`src/rtl/atx_pkg.sv`:
```
// Shared types for the serial transmitter.
// Assumes the data length code is two bits wide.
package atx_pkg;

    // Frame configuration captured together with the byte at frame start.
    typedef struct packed {
        logic [1:0] len;       // data bits = DATA_W - 3 + len
        logic       par_en;    // insert a parity bit
        logic       par_odd;   // 1: odd parity, 0: even parity
        logic       two_stop;  // 1: two stop bits, 0: one stop bit
    } frame_cfg_t;

endpackage

```
`src/rtl/stx_sync_edge.sv`:
```
// Synchronizes the transmit clock and clear-to-send into the system clock
// domain, and produces a one-cycle pulse on each falling edge of the
// synchronized transmit clock.
// Assumes the transmit clock is much slower than clk (several clk cycles
// per half period) and that STAGES >= 1.
module stx_sync_edge #(
    parameter int STAGES = 2
) (
    input  logic clk,
    input  logic rst_n,
    input  logic txc,
    input  logic cts_n,
    output logic txc_fall,
    output logic cts_ok
);

    logic [STAGES-1:0] txc_q;
    logic [STAGES-1:0] cts_q;
    logic              txc_prev;

    // Shift both asynchronous inputs through the synchronizer chains.
    always_ff @(posedge clk) begin
        if (!rst_n) begin
            txc_q <= '0;
            cts_q <= '1;
        end else begin
            txc_q <= STAGES'({txc_q, txc});
            cts_q <= STAGES'({cts_q, cts_n});
        end
    end

    // Keep the previous synchronized transmit clock for edge detection.
    always_ff @(posedge clk) begin
        if (!rst_n) begin
            txc_prev <= 1'b0;
        end else begin
            txc_prev <= txc_q[STAGES-1];
        end
    end

    // Falling edge pulse and active-high clear-to-send.
    always_comb begin
        txc_fall = txc_prev & ~txc_q[STAGES-1];
        cts_ok   = ~cts_q[STAGES-1];
    end

endmodule

```
`src/rtl/stx_hold_buf.sv`:
```
// One-entry transmit holding buffer.
// A load is accepted only when the buffer is free. A take empties it.
// Assumes take is asserted only while the buffer is full.
module stx_hold_buf #(
    parameter int DATA_W = 8
) (
    input  logic              clk,
    input  logic              rst_n,
    input  logic              load,
    input  logic [DATA_W-1:0] load_data,
    input  logic              take,
    output logic              full,
    output logic [DATA_W-1:0] data
);

    // Track occupancy and capture the byte on an accepted load.
    always_ff @(posedge clk) begin
        if (!rst_n) begin
            full <= 1'b0;
            data <= '0;
        end else if (take) begin
            full <= 1'b0;
        end else if (load && !full) begin
            full <= 1'b1;
            data <= load_data;
        end
    end

    // a load into an occupied buffer must not change the held byte.
    assert_load_ignored_R10: assert property (@(posedge clk) disable iff (!rst_n)
        (full && load && !take) |=> $stable(data));

endmodule

```
`src/rtl/stx_frame_build.sv`:
```
// Combinational frame assembly. The result is bit 0 = start bit, then the
// data bits LSB first, an optional parity bit, and high stop bits. Unused
// upper positions are high. nbits is the total number of bit times.
// Assumes FRAME_W = DATA_W + 4 and DATA_W >= 4.
module stx_frame_build
    import atx_pkg::*;
#(
    parameter int DATA_W  = 8,
    parameter int FRAME_W = DATA_W + 4,
    parameter int CNT_W   = $clog2(FRAME_W + 1)
) (
    input  logic [DATA_W-1:0]  data,
    input  frame_cfg_t         cfg,
    output logic [FRAME_W-1:0] frame,
    output logic [CNT_W-1:0]   nbits
);

    int   ndata;
    logic par;

    // Lay out the start, data, parity and stop bits for the current byte.
    always_comb begin
        ndata = DATA_W - 3 + int'(cfg.len);
        frame = '1;
        frame[0] = 1'b0;
        par = cfg.par_odd;
        for (int i = 0; i < DATA_W; i++) begin
            if (i < ndata) begin
                frame[i+1] = data[i];
                par = par ^ data[i];
            end
        end
        if (cfg.par_en) begin
            for (int j = 1; j < FRAME_W; j++) begin
                if (j == ndata + 1) begin
                    frame[j] = par;
                end
            end
        end
        nbits = CNT_W'(2 + ndata + int'(cfg.par_en) + int'(cfg.two_stop));
    end

endmodule

```
`src/rtl/stx_shifter.sv`:
```
// Bit serializer. On each transmit-clock falling pulse, it either starts a
// new frame (when the previous frame has finished and a start is allowed)
// or moves to the next bit. The line is registered and idles high.
// Assumes nbits >= 2 whenever a start is requested.
module stx_shifter #(
    parameter int FRAME_W = 12,
    parameter int CNT_W   = 4
) (
    input  logic               clk,
    input  logic               rst_n,
    input  logic               fall_p,
    input  logic               can_start,
    input  logic [FRAME_W-1:0] frame,
    input  logic [CNT_W-1:0]   nbits,
    output logic               take,
    output logic               busy,
    output logic               txd
);

    logic [FRAME_W-1:0] shreg;
    logic [CNT_W-1:0]   remain;
    logic               last;

    // Decide whether this falling edge begins a new frame.
    always_comb begin
        last = (remain == '0);
        take = fall_p && can_start && (!busy || last);
    end

    // Start a frame, shift out the next bit, or return to idle.
    always_ff @(posedge clk) begin
        if (!rst_n) begin
            shreg  <= '1;
            remain <= '0;
            busy   <= 1'b0;
            txd    <= 1'b1;
        end else if (fall_p) begin
            if (take) begin
                shreg  <= {1'b1, frame[FRAME_W-1:1]};
                remain <= nbits - CNT_W'(1);
                busy   <= 1'b1;
                txd    <= frame[0];
            end else if (busy) begin
                if (!last) begin
                    txd    <= shreg[0];
                    shreg  <= {1'b1, shreg[FRAME_W-1:1]};
                    remain <= remain - CNT_W'(1);
                end else begin
                    busy <= 1'b0;
                    txd  <= 1'b1;
                end
            end
        end
    end

    // the line rests at mark whenever no frame is in progress.
    assert_idle_mark_R1: assert property (@(posedge clk) disable iff (!rst_n)
        !busy |-> txd);

    // the line moves only right after a transmit-clock falling edge.
    assert_bit_on_edge_R5: assert property (@(posedge clk) disable iff (!rst_n)
        !$stable(txd) |-> $past(fall_p));

endmodule

```
`src/rtl/serial_tx_flow.sv`:
```
// Asynchronous serial transmitter with clear-to-send gating.
// It connects the synchronizer/edge detector, the holding buffer, the frame
// builder and the shifter. It assumes txc runs far slower than clk. The
// frame configuration must stay stable while a byte waits to start.
module serial_tx_flow
    import atx_pkg::*;
#(
    parameter int DATA_W      = 8,
    parameter int SYNC_STAGES = 2
) (
    input  logic              clk,
    input  logic              rst_n,
    input  logic              txc,
    input  logic              cts_n,
    input  logic              tx_en,
    input  logic              load,
    input  logic [DATA_W-1:0] load_data,
    input  logic [1:0]        cfg_len,
    input  logic              cfg_par_en,
    input  logic              cfg_par_odd,
    input  logic              cfg_two_stop,
    output logic              txd,
    output logic              tx_empty,
    output logic              tx_ready
);

    localparam int FRAME_W = DATA_W + 4;
    localparam int CNT_W   = $clog2(FRAME_W + 1);

    logic               fall_p;
    logic               cts_ok;
    logic               hold_full;
    logic [DATA_W-1:0]  hold_data;
    logic               take;
    logic               busy;
    logic               can_start;
    logic [FRAME_W-1:0] frame;
    logic [CNT_W-1:0]   nbits;
    frame_cfg_t         cfg;

    // Pack the configuration pins and form the start condition and flags.
    always_comb begin
        cfg       = '{len: cfg_len, par_en: cfg_par_en,
                      par_odd: cfg_par_odd, two_stop: cfg_two_stop};
        can_start = hold_full && tx_en && cts_ok;
        tx_empty  = !hold_full;
        tx_ready  = !hold_full && !busy;
    end

    stx_sync_edge #(
        .STAGES (SYNC_STAGES)
    ) u_sync (
        .clk      (clk),
        .rst_n    (rst_n),
        .txc      (txc),
        .cts_n    (cts_n),
        .txc_fall (fall_p),
        .cts_ok   (cts_ok)
    );

    stx_hold_buf #(
        .DATA_W (DATA_W)
    ) u_hold (
        .clk       (clk),
        .rst_n     (rst_n),
        .load      (load),
        .load_data (load_data),
        .take      (take),
        .full      (hold_full),
        .data      (hold_data)
    );

    stx_frame_build #(
        .DATA_W  (DATA_W),
        .FRAME_W (FRAME_W),
        .CNT_W   (CNT_W)
    ) u_build (
        .data  (hold_data),
        .cfg   (cfg),
        .frame (frame),
        .nbits (nbits)
    );

    stx_shifter #(
        .FRAME_W (FRAME_W),
        .CNT_W   (CNT_W)
    ) u_shift (
        .clk       (clk),
        .rst_n     (rst_n),
        .fall_p    (fall_p),
        .can_start (can_start),
        .frame     (frame),
        .nbits     (nbits),
        .take      (take),
        .busy      (busy),
        .txd       (txd)
    );

    // a frame may begin only with clear-to-send, enable and a byte.
    assert_start_gated_R6: assert property (@(posedge clk) disable iff (!rst_n)
        $rose(busy) |-> $past(cts_ok && tx_en && hold_full));

    // the buffer becomes free only as a start bit goes out.
    assert_empty_on_start_R8: assert property (@(posedge clk) disable iff (!rst_n)
        $rose(tx_empty) |-> (busy && $past(fall_p)));

    // ready returns only when a frame ends on a transmit-clock edge.
    assert_ready_after_frame_R9: assert property (@(posedge clk) disable iff (!rst_n)
        $rose(tx_ready) |-> $past(fall_p && busy));

endmodule

```
`config.mk`:
```
export PLATFORM = sky130hd
export DESIGN_NAME = serial_tx_flow
export DESIGN_NICKNAME = d
export VERILOG_FILES = /design/src/rtl/atx_pkg.sv /design/src/rtl/stx_sync_edge.sv /design/src/rtl/stx_hold_buf.sv /design/src/rtl/stx_frame_build.sv /design/src/rtl/stx_shifter.sv /design/src/rtl/serial_tx_flow.sv
export SDC_FILE = /design/constraint.sdc
export NUM_CORES = 1
export LEC_CHECK = 0
export BUFFER_PORTS_ARGS = -buffer_cell sky130_fd_sc_hd__buf_4
export CAP_MARGIN = 20
export CORE_ASPECT_RATIO = 2
export CORE_UTILIZATION = 51
export DETAILED_ROUTE_END_ITERATION = 10
export PLACE_DENSITY_LB_ADDON = 0.12
export SLEW_MARGIN = 5
export SYNTH_ARGS = -nofsm -noshare
export SYNTH_HDL_FRONTEND = slang
export SYNTH_SLANG_ARGS = --single-unit
```
`constraint.sdc`:
```
create_clock -name clk -period 2.8 [get_ports clk]
set_input_delay 0.28 -clock clk [delete_from_list [all_inputs] [get_ports clk]]
set_output_delay 0.28 -clock clk [all_outputs]
set_load 0.005 [all_outputs]
```
======== Word level (Yosys, flattened, before mapping) ========
Cells that the tools add are included.
storage, ports and cells
  register bits after elaboration ......... 32
  input port bits ......................... 19
  logic and storage cells ................. 104
operators by class
  $add $sub $neg .......................... 7
  $lt $le $gt $ge ......................... 8
  eq/ne operators ......................... 12
  multiplexer cells ....................... 40
  bitwise operators ....................... 13
  reduce and logical (&&, ||, !) cells .... 15
operator list
  kind                                                                    number
  4-bit by 32-bit equality test with 1-bit output (first input constant)  4
  5-bit by 32-bit equality test with 1-bit output (first input constant)  4
  4-bit by 32-bit < comparator with 1-bit output (first input constant)   4
  3-bit by 32-bit equality test with 1-bit output (first input constant)  2
  3-bit by 32-bit < comparator with 1-bit output (first input constant)   2
  12-bit 2-to-1 mux                                                       3
  1-bit 2-to-1 mux                                                        33
  32-bit by 2-bit adder with 32-bit output (second input constant)        1
  2-bit by 32-bit equality test with 1-bit output (first input constant)  1
  1-bit by 32-bit < comparator with 1-bit output (first input constant)   1
  2-bit by 32-bit < comparator with 1-bit output (first input constant)   1
  4-bit 2-to-1 mux                                                        3
  11-bit 2-to-1 mux                                                       1
  4-bit by 2-bit adder with 4-bit output                                  2
  4-bit by 1-bit subtractor with 4-bit output (second input constant)     2
  1-bit XOR                                                               8
  1-bit logical AND                                                       6
  3-bit by 2-bit adder with 4-bit output (first input constant)           1
  3-bit by 4-bit adder with 4-bit output (first input constant)           1
  4-bit logical NOT                                                       1
  1-bit NOT                                                               4
  2-bit AND reduction                                                     2
  3-bit AND reduction                                                     1
  1-bit logical NOT                                                       2
  5 further kinds                                                         5

======== Logic depth before layout (Yosys ltp) ========
Gate-level depths: netlist of the first run.
  word-level depth ........................ 20
  depth in mapped cells ................... 9
  mapped depth without buffers ............ 9

======== By module ========
From an unflattened synthesis of the first run, not the netlist that was laid out.
second synthesis, totals
  cell total of the unflattened synthesis .. 221
  area, all modules ....................... 1821.7 µm²
modules (own cells, without submodules)
  module           instances  cells an instance  area an instance (µm²)  sequential area each (µm²)
  stx_shifter      1          113                900.9                   340.3
  stx_frame_build  1          54                 395.4                   0.0
  stx_hold_buf     1          39                 370.4                   180.2
  stx_sync_edge    1          12                 141.4                   100.1
  serial_tx_flow   1          3                  13.8                    0.0

======== Least setup slack after synthesis of the first run ========
OpenSTA, ideal clock, no wires.
  path kind ............................... input to register
  from .................................... in cfg_len[0]
  to ...................................... reg u_shift.shreg[4]
  library setup time ...................... 0.122 ns
  arrival time ............................ 2.072 ns
  slack ................................... 0.606 ns
  stages on the path ...................... 9
  path through ............................ ha_1 clkbuf_1 inv_1 ha_1 nor2b_1 xnor2_1 xnor3_2 nand4b_1 a221o_1
between the ends
  longest elaborated chain between the ends .. 20
ends and longest elaborated chain
  element                                         line                   RTL
  from (decl)                                     serial_tx_flow.sv:18   input logic [1:0] cfg_len,
  3-bit by 2-bit adder with 4-bit output *        stx_frame_build.sv:23  ndata = DATA_W - 3 + int'(cfg.len);
  1-bit by 32-bit < comparator with 1-bit output  stx_frame_build.sv:28  if (i < ndata) begin
  1-bit 2-to-1 mux                                stx_frame_build.sv:28
  1-bit XOR                                       stx_frame_build.sv:30  par = par ^ data[i];
  1-bit 2-to-1 mux                                stx_frame_build.sv:28
  1-bit XOR                                       stx_frame_build.sv:30
  1-bit 2-to-1 mux                                stx_frame_build.sv:28
  1-bit XOR                                       stx_frame_build.sv:30
  (+4 left out)                                   --
  1-bit 2-to-1 mux                                stx_frame_build.sv:28
  1-bit XOR                                       stx_frame_build.sv:30
  1-bit 2-to-1 mux                                stx_frame_build.sv:28
  1-bit XOR                                       stx_frame_build.sv:30
  1-bit 2-to-1 mux                                stx_frame_build.sv:28
  1-bit 2-to-1 mux                                stx_frame_build.sv:35  if (j == ndata + 1) begin
  11-bit 2-to-1 mux *                             stx_frame_build.sv:33  if (cfg.par_en) begin
  12-bit 2-to-1 mux *                             stx_shifter.sv:38      if (take) begin
  to (signal assigned)                            stx_shifter.sv:39      shreg <= {1'b1, frame[FRAME_W-1:1]};
  to (signal assigned)                            stx_shifter.sv:46      shreg <= {1'b1, shreg[FRAME_W-1:1]};
  to (decl)                                       stx_shifter.sv:20      logic [FRAME_W-1:0] shreg;
Mark *: on every way between the ends. The rest lies on a longest branch, timed or not.
A chain may end at the register's enable or synchronous reset.

======== Worst setup path after layout of the first run ========
  from .................................... reg u_shift.remain[0]
  to ...................................... reg u_shift.shreg[10]
between the ends
  longest elaborated chain between the ends .. 5
ends and longest elaborated chain
  element                                                                       line               RTL
  from (decl)                                                                   stx_shifter.sv:21  logic [CNT_W-1:0] remain;
  from (signal assigned)                                                        stx_shifter.sv:40  remain <= nbits - CNT_W'(1);
  from (signal assigned)                                                        stx_shifter.sv:47  remain <= remain - CNT_W'(1);
  4-bit logical NOT *                                                           stx_shifter.sv:26  last = (remain == '0);
  1-bit logical OR                                                              stx_shifter.sv:27  take = fall_p && can_start && (!busy || last);
  1-bit logical AND                                                             stx_shifter.sv:27
  2-bit inequality test (no line) / 2-bit nonzero test (equally long branches)  --
  3-bit AND reduction (no line)                                                 --
Marks and branches as above.

==> reports/results.tsv, run 1 <==
stage	metric	value	unit
min_path	hold_start	cts_n	
logic_synthesis	ys_ff_latch	31	
layout	multiInputGateArea	0.00112	sq mm
timing	hold_viol	0	
global_route	grt_pass1_wl	7260	um
worst_setup_path	worstSetupEndpointType	flop	
layout	area_delta_synth_final	16.4	%
layout	n_antenna_cell	0	
worst_setup_path	rrSetupSlack	510	ps
logic_synthesis	synth-edff-count	0	
worst_setup_path	crit_start	u_shift.remain[0]$_SDFFE_PN0P_	
worst_setup_path	path_class	reg -> reg	
floorplanning	io_pins	22	
floorplanning	die_w	44.5	um
run	cap_violations	0	
timing	slew_violations	0	
min_path	hold_path_class	in -> reg	
timing	setup_viol	0	
worst_setup_path	r2r-start	u_shift.remain[0]$_SDFFE_PN0P_	
logic_synthesis	netlist_area	0.00184	sq mm
detailed_routing	drt-wirelength-per-cell	15.4	um
logic_synthesis	netlist.area_leader.share	33.7	%
global_route	grt_start_max_net_pins	17	
clocking	cts_repair_resize_count	0	
floorplanning	design.die.area	0.00387	sq mm
worst_setup_path	critical-path-max-stage-delay	540	ps
placement	portBuffers	21	
detailed_routing	via_per_inst	5.68	
floorplanning	die_y	87.0	um
worst_setup_path	cp_data_arrival_time	2460	ps
clocking	cts_num_sinks	31	
layout	drive_gt1_share	15.5	%
global_route	grt_pass1_vias	1628	
logic_synthesis	synth_cell_types	49	
logic_synthesis	synth_common_cells	dfxtp_1 (31), nor2_1 (20), o21ai_0 (17)	
global_route	overflow	0	
timing	rsz0062_at_grt	false	
logic_synthesis	synth_flop_cell	dfxtp_1	
detailed_routing	drt_wl_total	4400	um
floorplanning	start_util	53.9	%
worst_setup_path	cpMaxStageDelayCell	a211oi_4	
timing	min_period	2290	ps
global_route	grt_usage	25.4	%
clocking	clkTransAtPathRegs	70	ps
clocking	cts-hold-fix-buffers	0	
clocking	clock_latency	290	ps
clocking	cts_setup_buffers	0	
logic_synthesis	syn_area_per_cell	8.53	sq um
layout	num-nets-final	271	
logic_synthesis	yosys-top-cells-area	dfxtp_1 (34%), ha_1 (9.5%), mux2i_1 (4.9%), o21ai_0 (4.6%), a21oi_1 (4.3%)	
logic_synthesis	yosys_warnings	0	
detailed_routing	drt_iter0_drc	83	
logic_synthesis	yosysTopAreaCell	dfxtp_1	
layout	regArea	621	sq um
logic_synthesis	yosysSeqAreaShare	33.7	%
timing	finClkSkew	5.45	ps
placement	hpwlAfterDp	3400	um
detailed_routing	drt_pre_antenna_iters	4	
clocking	numCtsBuffers	5	
timing	worst-slew-pin-transition	930	ps
power	irDropWorstVdd	539	uV
timing	clock.fmax	0.437	GHz
clocking	cts_root_buffer	clkbuf_8	
floorplanning	core-area	0.00342	sq mm
clocking	cts_buffer_depth	2	
logic_synthesis	syn_inst	216	
power	p_per_area	505	mW/mm^2
timing	tns	0	ps
worst_setup_path	cp_cell_sequence	inv_1 -> ha_1 -> or3b_1 -> a211oi_4 -> nand2_2 -> nor4_1 -> nor2_1	
worst_setup_path	worstSetupStartpointType	flop	
logic_synthesis	ys_async_sr_fraction	0	%
timing	timing.final.crit_share	81.8	%
clocking	cts.htree.levels	2	
detailed_routing	via_count	1624	
detailed_routing	drc	0	
detailed_routing	ant_nets	0	
global_route	grt_antenna_before_repair	0	
power	p_leak	0.000854	uW
placement	place_congestion	0.933	
layout	post-route-util	62.7	%
clocking	cts_tree	done	
floorplanning	rows	30	
layout	final.fill_count	319	
status	status	finished, final reports clean	
timing	relSlewSlack	37.9	%
worst_setup_path	cp.required	2970	ps
worst_setup_path	path_max_fanout	9	
logic_synthesis	syn_nets	250	
logic_synthesis	yosysMostFrequentCell	dfxtp_1	
==> power by group <==
group          internal, uW  leakage, uW  switching [uW]
Sequential              452     0.000253            8.09
Combinational          75.9     0.000540            85.5
Clock                   288    0.0000612             173
==> per-layer routing <==
metal / wire length [um] / part of all wire [%] / global-route usage [%]
met5: 0 / 0 / 0
met4: 170 / 3.9 / 12.7
met3: 162 / 3.7 / 4.36
met2: 2370 / 54 / 45.2
met1: 1690 / 38 / 27.5
==> flip-flops by register name (all words and copies together), names as in the netlist, 2 cells and up <==
signal,cells
u_hold.data,8
u_sync.txc_q,2
u_shift.shreg,11
u_shift.remain,4
u_sync.cts_q,2
==> final timing paths <==
check,endpoint,cells after the start
min reg2reg,u_sync.cts_q[1]$_SDFF_PN1_,1
max,u_shift.shreg[10]$_SDFFE_PN1P_,7
max reg2reg,u_shift.shreg[10]$_SDFFE_PN1P_,7
min,u_sync.cts_q[0]$_SDFF_PN1_,2
==> per-stage QoR <==
stage / total power [uW] / hold slack [ps] / setup WS [ps] / cells / area, sq um
after detailed placement: 631 / 406 / 349 / 278 / 2030
after floorplan: 575 / 353 / 606 / 216 / 1840
after global placement: 626 / 401 / 469 / 278 / 2030
final: 1080 / 170 / 511 / 286 / 2140
after CTS: 1090 / 167 / 532 / 286 / 2140
after global routing: 1130 / 168 / 367 / 286 / 2140
==> cells in the final DEF (no fill, tap or decap), types with 2 or more instances in the layout <==
| cell | instances |
|---|---|
| mux2i_1 | 9 |
| a22oi_1 | 2 |
| nand3_1 | 4 |
| inv_1 | 15 |
| nor2b_1 | 5 |
| dfxtp_1 | 31 |
| o22ai_1 | 5 |
| a2bb2oi_1 | 3 |
| ha_1 | 14 |
| a31oi_1 | 5 |
| and3b_1 | 2 |
| nand2_1 | 15 |
| a21oi_1 | 16 |
| xnor2_1 | 7 |
| nor3_1 | 4 |
| clkbuf_8 | 6 |
| and2_1 | 3 |
| nor3b_1 | 3 |
| nor2_1 | 20 |
| nand2b_1 | 2 |
| buf_4 | 22 |
| nand3b_1 | 2 |
| o21ai_0 | 17 |
==> cell type report <==
class	count	share of cell area, %
Timing Repair Buffer	22	7.71
Clock buffer	6	3.85
Multi-Input combinational cell	162	52.4
Tap cell	48	2.80
Sequential cell	31	29.0
Inverter	15	2.63
Clock inverter	2	1.63
==> cells by family after synthesis <==
logic type                 synth area share, %
AOI/OAI and AO/OA                         20.2
xor gates and xnor gates                  4.62
adders and majority gates                 10.6
buffers and inverters                     5.30
DFF                                       33.7
muxes                                     4.89
and+or+nand+nor                           20.7
==> worst max-delay path: cells and delay by family (launching register included) <==
family	cells	cell delay (ps)
AO/OA/AOI/OAI	1	540
adder cells (fa/ha/maj)	1	200
buffers and inverters	1	70
flip-flops	1	330
AND/OR/NAND/NOR	4	1030
No activity file was read; power rests on OpenSTA's default activity.
==> run 2: changes to the inputs <==
==> constraint.sdc (replaced) <==
create_clock -name clk -period 2.15 [get_ports clk]
set_input_delay 0.215 -clock clk [delete_from_list [all_inputs] [get_ports clk]]
set_output_delay 0.215 -clock clk [all_outputs]
set_load 0.005 [all_outputs]
==> reports/results.tsv, run 2 (synthesized netlist as in run 1, its figures left out) <==
stage	metric	value	unit	change
clocking	clkTransAtPathRegs	70	ps	about the same
timing	slew_violations	0		unchanged
detailed_routing	via_count	1737		+7.0%
floorplanning	core-area	0.00342	sq mm	unchanged
power	p_seq_share	41.4	%	-1.1 points
layout	regArea	621	sq um	unchanged
floorplanning	start_util	53.9	%	unchanged
detailed_routing	drt_pre_antenna_iters	4		unchanged
placement	hpwlAfterDp	3630	um	+6.8%
detailed_routing	drt_iter0_drc	57		-31%
clocking	numCtsBuffers	5		unchanged
global_route	grt_start_max_net_pins	17		unchanged
worst_setup_path	cpMaxStageDelayCell	or3b_1		
floorplanning	io_pins	22		unchanged
timing	min_period	2050	ps	-241 ps
detailed_routing	via_per_inst	5.75		+1.3%
worst_setup_path	crit_family	simple AND/OR/NAND/NOR gates		
placement	place_inst	294		+5.8%
detailed_routing	drc	0		unchanged
timing	relSlewSlack	64.7	%	+27 points
timing	timing.final.crit_share	95.3	%	+14 points
detailed_routing	drt-wirelength-per-cell	15.6	um	+1.3%
power	p_per_area	635	mW/mm^2	+26%
layout	top_register	u_shift.shreg		
timing	clock.fmax	0.488	GHz	+12%
detailed_routing	ant_nets	0		unchanged
floorplanning	rows	30		unchanged
power	irDropWorstVdd	579	uV	+7.3%
timing	hold_viol	0		unchanged
global_route	grt_usage	27.3	%	+1.9 points
worst_setup_path	cp.required	2320	ps	-650 ps
placement	place_congestion	1.00		+7.4%
worst_setup_path	cp_cell_sequence	inv_1 -> ha_1 -> or3b_1 -> a211oi_4 -> nand2_2 -> nor4b_2 -> o31ai_1		
layout	layout_common_cells	buf_4 (37), dfxtp_1 (31), nor2_1 (20)		
layout	multiInputGateArea	0.00114	sq mm	+1.4%
timing	setup_viol	0		unchanged
worst_setup_path	critical-path-max-stage-delay	420	ps	-120 ps
power	power_frac_clock	41.4	%	-1.2 points
run	cap_violations	0		unchanged
layout	drive_gt1_share	22.4	%	+6.9 points
timing	rsz0062_at_grt	false		
layout	top_regs	u_shift.shreg (11), u_hold.data (8), u_shift.remain (4)		
power	swShare	24.7	%	+0.11 points
worst_setup_path	worstSetupStartpointType	flop		
power	p_leak	0.000940	uW	+10%
detailed_routing	drt_wl_total	4700	um	+7.0%
worst_setup_path	worstSetupEndpointType	flop		
timing	finClkSkew	3.68	ps	-1.77 ps
power	p_int	1090	uW	+34%
layout	largest_reg_flops	11		unchanged
layout	final_cells	302		+5.6%
worst_setup_path	cp_data_arrival_time	2220	ps	-240 ps
clocking	cts_buffer_depth	2		unchanged
worst_setup_path	path_max_fanout	4		-5
worst_setup_path	path_class	reg -> reg		
clocking	cts.htree.levels	2		unchanged
layout	post-route-util	66.8	%	+4.1 points
global_route	overflow	0		unchanged
clocking	cts_setup_buffers	0		unchanged
timing	tns	0	ps	unchanged
layout	num-nets-final	287		+5.9%
clocking	cts_root_buffer	clkbuf_8		
clocking	cts_tree	done		
timing	setup_slack	102	ps	-409 ps
layout	n_antenna_cell	0		unchanged
global_route	grt_pass1_wl	7760	um	+6.9%
layout	layout_commonest_cell	buf_4		
placement	dpl_worst_slack	-58.0	ps	-407 ps
status	status	finished, final reports clean		
layout	final.fill_count	288		-9.7%
clocking	cts_num_sinks	31		unchanged
clocking	clock_latency	290	ps	about the same
floorplanning	design.die.area	0.00387	sq mm	unchanged
placement	portBuffers	21		unchanged
min_path	hold_path_class	in -> reg		
global_route	grt_antenna_before_repair	0		unchanged
power	p_comb_share	17.2	%	+2.3 points
floorplanning	die_y	87.0	um	unchanged
power	p_sw	359	uW	+35%
timing	worst-slew-pin-transition	529	ps	-400 ps
worst_setup_path	critical_path_buf_inv_count	1		unchanged
layout	area_delta_synth_final	24.0	%	
floorplanning	die_w	44.5	um	unchanged
global_route	grt_pass1_vias	1707		+4.9%
==> run 2: per-layer routing <==
| layer | wire, um | global-route usage (%) | vias up |
|---|---|---|---|
| li1 | - | - | 841 |
| met1 | 1770 | 29.9 | 821 |
| met2 | 2620 | 49.1 | 59 |
| met3 | 188 | 5.39 | 16 |
| met4 | 118 | 11.3 | 0 |
| met5 | 0 | 0 | - |
==> run 2: worst register-to-register path, cell delays in order (launching register included) <==
cell and delay (ps):
dfxtp_1 330, inv_1 90, ha_1 200, or3b_1 420, a211oi_4 330, nand2_2 150
nor4b_2 320, o31ai_1 90
==> run 2: power by group through the flow <==
stage          clock network (uW)  registers [uW]  logic (uW)
6_report                      601             601         249
3_3_place_gp                    0             612         236
4_1_cts                       610             601         247
5_1_grt                       641             602         272
2_1_floorplan                   0             610         139
3_5_place_dp                    0             613         245
==> run 2: path summary, 6_finish.rpt <==
check	from	endpoint	slack [ps]	depth (start not counted)
max	u_shift.remain[0]$_SDFFE_PN0P_	u_shift.shreg[9]$_SDFFE_PN1P_	100	7
min	cts_n	u_sync.cts_q[0]$_SDFF_PN1_	110	2
max reg2reg	u_shift.remain[0]$_SDFFE_PN0P_	u_shift.shreg[9]$_SDFFE_PN1P_	100	7
min reg2reg	u_sync.cts_q[0]$_SDFF_PN1_	u_sync.cts_q[1]$_SDFF_PN1_	430	1
==> run 2: layout make-up <==
class / count / area share, %
clock buffers: 6 / 3.62
clock inverters: 2 / 1.53
inverters: 15 / 2.47
multi-input cells: 162 / 49.9
flip-flops and latches: 31 / 27.2
well taps: 48 / 2.63
repair buffers: 38 / 12.7
==> run 2: timing repair <==
item / 4_1_cts / 5_1_grt
hold buffers: 0 / 0
endpoints found under the setup margin: 0 / 11
gates resized for setup: 0 / 6
==> run 2: stage by stage <==
stage                     hold slack [ps]  power, uW  area (sq um)
after floorplan                       288        749          1840
after global placement                395        849          2150
after detailed placement              407        858          2150
after CTS                             107       1460          2260
after global routing                  123       1520          2280
final                                 115       1450          2280
==> run 3: changes to the inputs <==
--- a/config.mk
+++ b/config.mk
@@ -5,9 +5,10 @@
 export SDC_FILE = /design/constraint.sdc
 export NUM_CORES = 1
 export LEC_CHECK = 0
+export ABC_AREA = 1
 export BUFFER_PORTS_ARGS = -buffer_cell sky130_fd_sc_hd__buf_4
 export CAP_MARGIN = 20
-export CORE_ASPECT_RATIO = 2
+export CORE_ASPECT_RATIO = 1.5
 export CORE_UTILIZATION = 51
 export DETAILED_ROUTE_END_ITERATION = 10
 export PLACE_DENSITY_LB_ADDON = 0.12
==> reports/results.tsv, run 3 <==
stage	metric	value	unit	change
min_path	hold_path_class	in -> reg		
layout	post-route-util	61.8	%	-5.0 points
power	p_per_area	626	mW/mm^2	-1.5%
worst_setup_path	crit_top_cell	nand2_1		
worst_setup_path	r2r-start	u_shift.remain[0]$_SDFFE_PN0P_		
logic_synthesis	ys_ff_latch	31		unchanged
layout	top_regs	u_shift.shreg (11), u_hold.data (8), u_shift.remain (4)		
worst_setup_path	worstSetupEndpointType	flop		
layout	drive_gt1_share	13.8	%	-8.6 points
logic_synthesis	netlist_area	0.00195	sq mm	+5.8%
worst_setup_path	rrSetupSlack	440	ps	+340 ps
logic_synthesis	yosysMostFrequentCell	nand2_1		
timing	min_period	1710	ps	-340 ps
min_path	hold_path_end	u_sync.txc_q[0]$_SDFF_PN0_		
detailed_routing	drt_iter0_drc	49		-14%
detailed_routing	drt-wirelength-per-cell	11.4	um	-27%
detailed_routing	drt_wl_total	4180	um	-11%
layout	area_delta_synth_final	15.8	%	
timing	hold_viol	0		unchanged
floorplanning	core-area	0.00365	sq mm	+6.8%
clocking	cts-hold-fix-buffers	0		unchanged
floorplanning	io_pins	22		unchanged
floorplanning	design.die.area	0.00408	sq mm	+5.3%
global_route	grt_pass1_wl	6940	um	-11%
logic_synthesis	synth_flop_cell	dfxtp_1		
layout	final.fill_count	371		+29%
logic_synthesis	synth_common_cells	nand2_1 (90), inv_1 (52), dfxtp_1 (31)		
timing	clock.fmax	0.585	GHz	+20%
floorplanning	rows	27		-10%
clocking	numCtsBuffers	5		unchanged
worst_setup_path	cp_cell_sequence	inv_1 -> ha_1 -> nand2_1 -> nor2_1 -> nor2_2 -> nand2_1 -> nand2_1 -> buf_4 -> o21ai_0 -> inv_1 -> nand2_1 -> nand2_1		
layout	layout_commonest_cell	nand2_1		
worst_setup_path	cp_data_arrival_time	1940	ps	-280 ps
timing	worst-slew-pin-transition	412	ps	-118 ps
run	cap_violations	0		unchanged
clocking	cts_buffer_depth	2		unchanged
clocking	cts_num_sinks	31		unchanged
layout	num-nets-final	358		+25%
detailed_routing	via_count	1801		+3.7%
worst_setup_path	critical_path_buf_inv_count	3		+2
power	irDropWorstVdd	524	uV	-9.4%
clocking	clock_latency	290	ps	about the same
logic_synthesis	syn_nets	335		+34%
placement	portBuffers	21		unchanged
placement	place_inst	360		+22%
clocking	cts_repair_resize_count	0		unchanged
layout	final_cells	368		+22%
logic_synthesis	synth_cell_types	31		-37%
layout	regArea	621	sq um	unchanged
global_route	grt_antenna_before_repair	0		unchanged
worst_setup_path	cp.required	2380	ps	+60 ps
logic_synthesis	netlist.area_leader.share	31.9	%	-1.8 points
clocking	cts_root_buffer	clkbuf_8		
timing	relSlewSlack	72.5	%	+7.8 points
timing	finClkSkew	8.02	ps	+4.34 ps
floorplanning	die_y	77.7	um	-11%
worst_setup_path	path_class	reg -> reg		
worst_setup_path	rr_worst_depth	12		+5
logic_synthesis	yosys-top-cells-area	dfxtp_1 (32%), nand2_1 (17%), inv_1 (10%), ha_1 (9.0%), o21ai_0 (5.4%)		
clocking	clkTransAtPathRegs	70	ps	about the same
global_route	overflow	0		unchanged
worst_setup_path	cpMaxStageDelayCell	dfxtp_1		
timing	slew_violations	0		unchanged
floorplanning	start_util	53.4	%	-0.52 points
clocking	cts_tree	done		
placement	place_congestion	0.879		-12%
layout	n_antenna_cell	0		unchanged
detailed_routing	via_per_inst	4.89		-15%
min_path	hold_depth	3		+1
global_route	grt_usage	22.6	%	-4.8 points
global_route	grt_start_max_net_pins	29		+12
layout	multiInputGateArea	0.00107	sq mm	-6.1%
clocking	cts_setup_buffers	0		unchanged
detailed_routing	drc	0		unchanged
worst_setup_path	path_max_fanout	11		+7
timing	rsz0062_at_grt	false		
clocking	cts.htree.levels	2		unchanged
logic_synthesis	ys_async_sr_fraction	0	%	unchanged
timing	setup_viol	0		unchanged
placement	hpwlAfterDp	3140	um	-14%
logic_synthesis	synth-edff-count	0		unchanged
logic_synthesis	yosysSeqAreaShare	31.9	%	-1.8 points
detailed_routing	ant_nets	0		unchanged
floorplanning	die_w	52.5	um	+18%
detailed_routing	drt_pre_antenna_iters	4		unchanged
worst_setup_path	critical-path-max-stage-delay	370	ps	-50 ps
layout	top_register	u_shift.shreg		
min_path	hold_start	txc		
global_route	grt_pass1_vias	1635		-4.2%
timing	timing.final.crit_share	79.4	%	-16 points
status	status	finished, final reports clean		
logic_synthesis	syn_inst	301		+39%
layout	layout_common_cells	nand2_1 (90), inv_1 (52), dfxtp_1 (31)		
power	p_leak	0.00121	uW	+29%
worst_setup_path	r2r-end	u_shift.shreg[5]$_SDFFE_PN1P_		
logic_synthesis	syn_area_per_cell	6.47	sq um	-24%
timing	tns	0	ps	unchanged
logic_synthesis	yosys_warnings	0		unchanged
layout	largest_reg_flops	11		unchanged
worst_setup_path	crit_family	simple AND/OR/NAND/NOR gates		
worst_setup_path	worstSetupStartpointType	flop		
logic_synthesis	yosysTopAreaCell	dfxtp_1		
==> run 3: report_power, final <==
part | leakage (uW) | internal [uW] | total, uW | switching (uW)
sequential | 0.000253 | 593 | 607 | 14.2
combinational | 0.000896 | 81.1 | 201 | 120
clock | 0.0000612 | 375 | 603 | 229
total | 0.00121 | 1050 | 1410 | 363
==> run 3: worst register-to-register path, stage by stage (launching register included) <==
cell and delay (ps):
dfxtp_1 370, inv_1 70, ha_1 200, nand2_1 90, nor2_1 70, nor2_2 150
nand2_1 70, nand2_1 150, buf_4 200, o21ai_0 90, inv_1 80, nand2_1 60
nand2_1 60
==> run 3: worst max-delay path by stage <==
stage	end	slack, ps	start	cells after the start
detailed placement	u_shift.shreg[6]$_SDFFE_PN1P_	210	cfg_len[0]	17
CTS	u_shift.shreg[5]$_SDFFE_PN1P_	440	u_shift.remain[0]$_SDFFE_PN0P_	12
global placement	u_shift.shreg[6]$_SDFFE_PN1P_	230	cfg_len[0]	17
floorplan	u_shift.shreg[5]$_SDFFE_PN1P_	560	cfg_len[0]	16
global route	u_shift.shreg[5]$_SDFFE_PN1P_	280	u_shift.remain[0]$_SDFFE_PN0P_	12
finish	u_shift.shreg[5]$_SDFFE_PN1P_	440	u_shift.remain[0]$_SDFFE_PN0P_	12
==> run 3: cell families (layout without fill, tap and decap cells) <==
group	after synthesis	after routing	synth area share [%]
AO/OA/AOI/OAI	44	44	12.5
XOR/XNOR	2	2	0.899
adder cells (fa/ha/maj)	15	15	10.0
buffers and inverters	64	88	13.2
flip-flops	31	31	31.9
AND/OR/NAND/NOR	145	145	31.5
==> run 3: cell type report <==
type | count | area share [%]
tap | 43 | 2.38
multi-input combinational | 206 | 47.4
clock buffer | 6 | 3.66
timing repair buffer | 25 | 8.32
inverter | 55 | 9.15
sequential | 31 | 27.5
clock inverter | 2 | 1.55
==> run 3: metrics by stage <==
| stage | hold WS, ps | instance area, sq um | total power [uW] | setup slack [ps] |
|---|---|---|---|---|
| CTS | 105 | 2260 | 1420 | 436 |
| global placement | 394 | 2140 | 818 | 227 |
| floorplan | 313 | 1950 | 753 | 565 |
| detailed placement | 401 | 2140 | 821 | 209 |
| finish | 111 | 2260 | 1410 | 442 |
| global route | 118 | 2260 | 1470 | 275 |
==> run 3: routing by layer <==
layer	vias to the layer above	GRT usage [%]	share of wire, %
li1	966	-	-
met1	780	25.4	44
met2	47	40.0	49
met3	8	5.29	4.7
met4	0	7.37	1.8
met5	-	0	0
